[src/rtl/r4_pkg.sv]
package r4_pkg;
    localparam int POINTS = 4;
    localparam int LANES  = 2;

    typedef enum logic {
        LANE_RE = 1'b0,
        LANE_IM = 1'b1
    } lane_e;
endpackage

[src/rtl/r4_pair_stage.sv]
module r4_pair_stage #(
    parameter int W = 16
) (
    input  logic                clk,
    input  logic                rst_n,
    input  logic                en,
    input  logic [3:0][W-1:0]   x,
    output logic [W:0]          even_sum,
    output logic [W:0]          even_dif,
    output logic [W:0]          odd_sum,
    output logic [W:0]          odd_dif
);
    logic signed [W:0] x0e, x1e, x2e, x3e;
    logic signed [W:0] es_n, ed_n, os_n, od_n;

    always_comb begin
        x0e  = {x[0][W-1], x[0]};
        x1e  = {x[1][W-1], x[1]};
        x2e  = {x[2][W-1], x[2]};
        x3e  = {x[3][W-1], x[3]};
        es_n = x0e + x2e;
        ed_n = x0e - x2e;
        os_n = x1e + x3e;
        od_n = x1e - x3e;
    end

    always_ff @(posedge clk or negedge rst_n) begin
        if (!rst_n) begin
            even_sum <= '0;
            even_dif <= '0;
            odd_sum  <= '0;
            odd_dif  <= '0;
        end else if (en) begin
            even_sum <= es_n;
            even_dif <= ed_n;
            odd_sum  <= os_n;
            odd_dif  <= od_n;
        end
    end
endmodule

[src/rtl/r4_combine_stage.sv]
module r4_combine_stage #(
    parameter int W = 17
) (
    input  logic                clk,
    input  logic                rst_n,
    input  logic                en,
    input  logic [W-1:0]        es_re,
    input  logic [W-1:0]        ed_re,
    input  logic [W-1:0]        os_re,
    input  logic [W-1:0]        od_re,
    input  logic [W-1:0]        es_im,
    input  logic [W-1:0]        ed_im,
    input  logic [W-1:0]        os_im,
    input  logic [W-1:0]        od_im,
    output logic [3:0][W:0]     y_re,
    output logic [3:0][W:0]     y_im
);
    logic signed [W:0] esr, edr, osr, odr, esi, edi, osi, odi;
    logic [3:0][W:0]   nre, nim;

    always_comb begin
        esr = {es_re[W-1], es_re};
        edr = {ed_re[W-1], ed_re};
        osr = {os_re[W-1], os_re};
        odr = {od_re[W-1], od_re};
        esi = {es_im[W-1], es_im};
        edi = {ed_im[W-1], ed_im};
        osi = {os_im[W-1], os_im};
        odi = {od_im[W-1], od_im};
        // bin 0 and bin 2: plain sum and difference of the pair sums
        nre[0] = esr + osr;
        nim[0] = esi + osi;
        nre[2] = esr - osr;
        nim[2] = esi - osi;
        // bin 1: even difference minus j times odd difference
        nre[1] = edr + odi;
        nim[1] = edi - odr;
        // bin 3: even difference plus j times odd difference
        nre[3] = edr - odi;
        nim[3] = edi + odr;
    end

    always_ff @(posedge clk or negedge rst_n) begin
        if (!rst_n) begin
            y_re <= '0;
            y_im <= '0;
        end else if (en) begin
            y_re <= nre;
            y_im <= nim;
        end
    end
endmodule

[src/rtl/r4_butterfly.sv]
module r4_butterfly #(
    parameter int IN_W = 16
) (
    input  logic                        clk,
    input  logic                        rst_n,
    input  logic                        in_valid,
    input  logic [3:0][IN_W-1:0]        in_re,
    input  logic [3:0][IN_W-1:0]        in_im,
    output logic                        out_valid,
    output logic [3:0][IN_W+1:0]        out_re,
    output logic [3:0][IN_W+1:0]        out_im
);
    import r4_pkg::*;

    localparam int MID_W = IN_W + 1;

    logic [LANES-1:0][3:0][IN_W-1:0] lane_in;
    logic [LANES-1:0][MID_W-1:0]     p_es, p_ed, p_os, p_od;
    logic                            mid_valid;

    assign lane_in[LANE_RE] = in_re;
    assign lane_in[LANE_IM] = in_im;

    for (genvar g = 0; g < LANES; g++) begin : g_lane
        r4_pair_stage #(.W(IN_W)) i_pair (
            .clk      (clk),
            .rst_n    (rst_n),
            .en       (in_valid),
            .x        (lane_in[g]),
            .even_sum (p_es[g]),
            .even_dif (p_ed[g]),
            .odd_sum  (p_os[g]),
            .odd_dif  (p_od[g])
        );
    end

    r4_combine_stage #(.W(MID_W)) i_comb (
        .clk   (clk),
        .rst_n (rst_n),
        .en    (mid_valid),
        .es_re (p_es[LANE_RE]),
        .ed_re (p_ed[LANE_RE]),
        .os_re (p_os[LANE_RE]),
        .od_re (p_od[LANE_RE]),
        .es_im (p_es[LANE_IM]),
        .ed_im (p_ed[LANE_IM]),
        .os_im (p_os[LANE_IM]),
        .od_im (p_od[LANE_IM]),
        .y_re  (out_re),
        .y_im  (out_im)
    );

    always_ff @(posedge clk or negedge rst_n) begin
        if (!rst_n) begin
            mid_valid <= 1'b0;
            out_valid <= 1'b0;
        end else begin
            mid_valid <= in_valid;
            out_valid <= mid_valid;
        end
    end
endmodule

[config.mk]
export PLATFORM = sky130hd
export DESIGN_NAME = r4_butterfly
export DESIGN_NICKNAME = d
export VERILOG_FILES = /design/src/rtl/r4_pkg.sv /design/src/rtl/r4_pair_stage.sv /design/src/rtl/r4_combine_stage.sv /design/src/rtl/r4_butterfly.sv
export SDC_FILE = /design/constraint.sdc
export NUM_CORES = 1
export LEC_CHECK = 0
export ABC_AREA = 1
export BUFFER_PORTS_ARGS = -buffer_cell sky130_fd_sc_hd__buf_2
export CORE_UTILIZATION = 45
export CTS_BUF_LIST = sky130_fd_sc_hd__clkbuf_2 sky130_fd_sc_hd__clkbuf_4 sky130_fd_sc_hd__clkbuf_8
export DETAILED_ROUTE_END_ITERATION = 8
export GPL_TIMING_DRIVEN = 0
export PLACE_DENSITY = 0.75
export SLEW_MARGIN = 20
export SYNTH_ARGS = -nofsm -noshare
export SYNTH_HDL_FRONTEND = slang
export SYNTH_SLANG_ARGS = --single-unit
export TNS_END_PERCENT = 10
[constraint.sdc]
create_clock -name clk -period 2.17 [get_ports clk]
set_clock_uncertainty 0.1 [all_clocks]
set_input_delay 0.217 -clock clk [delete_from_list [all_inputs] [get_ports clk]]
set_output_delay 0.217 -clock clk [all_outputs]
set_load 0.1 [all_outputs]
==> flow_summary.json <==
{
  "vdd_ir_drop_max_uv": 1535,
  "placed_area_mm2": 0.02737,
  "hold_path_depth": 4,
  "root_buffer": "clkbuf_8",
  "cts_tree": "done",
  "synthCells": 3811,
  "cp-start-kind": "flip-flop",
  "finalCritPeriodShare": 1.017,
  "die-height_um": 237.7,
  "stdcell_area_mm2": 0.02944,
  "power_leakage_nw": 16.05,
  "rows": 86,
  "synth-edff-count": 0,
  "worstSetupEndpointType": "flip-flop",
  "synth_seq_area_share": 0.2744,
  "nFillCells": 5568,
  "setup-violations-final": 11,
  "place_congestion": 0.9908,
  "grt_pass1_vias": 24208,
  "fin_setup_tns_ns": -0.2017,
  "cts_buffers": 45,
  "drive_gt1_frac": 0.1651,
  "synth_area_leaders": "dfrtp_1 (27%), nand2_1 (18%), ha_1 (13%)",
  "portBuffers": 275,
  "mostFrequentLayoutCell": "nand2_1",
  "drtPass1Iterations": 6,
  "rsz0062_at_grt": "true",
  "core_area_mm2": 0.05499,
  "avgSynthCellArea_um2": 6.558,
  "vias": 26401,
  "grtUsageTotal": 0.3097,
  "io_pins": 276,
  "slowest_stage": "dfrtp_2",
  "grt_pass1_wl_um": 135700,
  "ys_types": 43,
  "wl_per_cell_um": 18.07,
  "worstMarginPinSlew_ns": 1.192,
  "antenna_found_initial": 5,
  "area_growth_pct": 17.82,
  "clk_latency_ns": 0.63,
  "totalWireLength_um": 89640,
  "clockBufferDepth": 3,
  "reg2reg_depth": 11,
  "critPathKind": "reg2reg",
  "violations": "negative setup slack",
  "cp_cell_sequence": "ha_1 > buf_4 > nor2_1 > and2_1 > nand2_1 > nand2_1 > nand2_1 > nand2_1 > nand2_1 > nand3_1 > nand2_1",
  "worstPathArrival_ns": 2.62,
  "layout_common_cells": "nand2_1 (1130), inv_1 (476), buf_2 (348)",
  "htree_levels": 2,
  "cts.sinks": 274,
  "ys.flop_type": "dfrtp_1",
  "async_flop_share": 1.000,
  "fmax_mhz": 453.1,
  "required_ns": 2.58,
  "power.density_mw_per_mm2": 1178,
  "max-slew-margin-rel": 0.2053,
  "synth_top_area_share": 0.2744,
  "place_hpwl_um": 71760,
  "final_core_util": 0.5355,
  "clk_pin_slew_worst_paths_ns": 0.07,
  "initial_core_util": 0.4545,
  "finalPower_mw": 34.70,
  "drtIter0Drc": 2369,
  "die_x_um": 237.7,
  "drc": 0,
  "crit_path_frequent_cell": "nand2_1",
  "cp_slowest_stage_delay_ns": 0.48,
  "worst_slack_ns": -0.03680,
  "cap_violations": 0,
  "ys_ff_latch": 274,
  "fin_crit_ns": 2.207,
  "grt_overflow": 0,
  "dieArea_mm2": 0.05648,
  "synth_area_mm2": 0.02499,
  "hp-class": "in2reg",
  "path_max_fanout": 8,
  "status": "complete, but fails checks",
  "final_hold_viol_count": 0,
  "antenna_left": 0,
  "drv_slew": 0,
  "syn_nets": 4222,
  "post-synth-top-area-cell": "dfrtp_1",
  "final_nets": 4590,
  "yosys_warnings": 0,
  "grt_max_degree": 98,
  "viasPerCell": 5.323
}
-- per-layer routing --
layer	vias to the layer above	global-route usage	part of all wire
met1	12251	0.4435	0.46
met2	1060	0.4715	0.43
met5	-	0	0.00015
met3	151	0.05017	0.080
met4	2	0.1038	0.036
li1	12937	-	-
-- cell families (layout without fill, tap and decap cells) --
| logic type | count (synthesis) | count (layout) | share of synthesized area |
|---|---|---|---|
| and+or+nand+nor | 1986 | 1986 | 0.3305 |
| buffers and inverters | 650 | 1049 | 0.1065 |
| AOI/OAI and AO/OA | 565 | 565 | 0.1240 |
| adders and majority gates | 280 | 280 | 0.1450 |
| DFF | 274 | 274 | 0.2744 |
| xor gates and xnor gates | 56 | 56 | 0.01963 |
| other | 0 | 2 | 0 |
-- power breakdown --
part	internal (mW)	switching [mW]	leakage (nW)
registers	6.59	1.31	3.28
clock network	3.29	2.23	0.564
logic	4.83	16.4	12.2
total	14.7	20.0	16.1
-- flip-flops by register name (all words and copies together) (netlist names) --
| name | flops |
|---|---|
| g_lane.i_pair.even_dif | 33 |
| g_lane.i_pair.even_sum | 33 |
| g_lane.i_pair.odd_dif | 34 |
| g_lane.i_pair.odd_sum | 32 |
| i_comb.y_im | 70 |
| i_comb.y_re | 70 |
| mid_valid | 1 |
| out_valid | 1 |
-- cell usage after synthesis (11+ instances only) --
library cell	count
a21oi_1	218
a31oi_1	22
and2_1	23
buf_2	83
buf_4	29
clkbuf_1	31
dfrtp_1	274
fa_1	16
ha_1	264
inv_1	484
inv_2	14
nand2_1	1175
nand2_2	11
nand3_1	370
nand4_1	36
nor2_1	307
nor3_1	18
nor4_1	19
o21ai_0	223
o21ai_1	12
o21ai_2	12
o21bai_1	37
o22ai_1	20
xor2_1	54
-- worst max-delay path, delay by kind of cell (launching register included) --
kind,cells,cell delay [ns]
adders and majority gates,1,0.29
buffers and inverters,1,0.17
DFF,1,0.48
and+or+nand+nor,9,1.06
-- path summary, 6_finish.rpt --
check,startpoint,end,slack (ns)
hold reg to reg,mid_valid,out_valid,0.29
min in group asynchronous,rst_n,i_comb.y_re[34],0.07
max in group asynchronous,rst_n,i_comb.y_im[50],0.51
hold / removal,in_re[1],g_lane[0].i_pair.even_dif[1],0.05
setup reg to reg,g_lane[0].i_pair.even_sum[7],i_comb.y_re[17],-0.04
setup / recovery,g_lane[0].i_pair.even_sum[7],i_comb.y_re[17],-0.04
-- metrics by stage --
stage | worst slack [ns] | instances | hold slack [ns]
final | -0.03680 | 4960 | 0.04778
after global routing | -0.1259 | 4959 | 0.05197
after CTS | -0.05676 | 4941 | 0.01018
after detailed placement | -0.3955 | 4836 | 0.1716
after global placement | -4.349 | 4834 | 0.2738
after floorplan | 0.1675 | 3811 | -0.1786
-- timing repair --
action,4_1_cts,5_1_grt
pin swaps,5,38
hold buffers,20,0
cloned,0,0
buffers inserted,7,17
endpoints found under the hold margin,100,0
resized for setup,55,140
endpoints found under the setup margin,52,94
-- cell type report --
| cell class | count | area [um2] | share of cell area |
|---|---|---|---|
| clock inverters | 13 | 240.2 | 0.008159 |
| flip-flops and latches | 274 | 6873 | 0.2334 |
| well taps | 748 | 935.9 | 0.03179 |
| plain buffers | 152 | 828.3 | 0.02813 |
| repair buffers | 321 | 1841 | 0.06251 |
| multi-input cells | 2887 | 16010 | 0.5438 |
| inverters | 498 | 1877 | 0.06374 |
| diodes | 2 | 5.005 | 0.0001700 |
| clock buffers | 65 | 832.0 | 0.02826 |
Power figures use the tool's default switching activity.
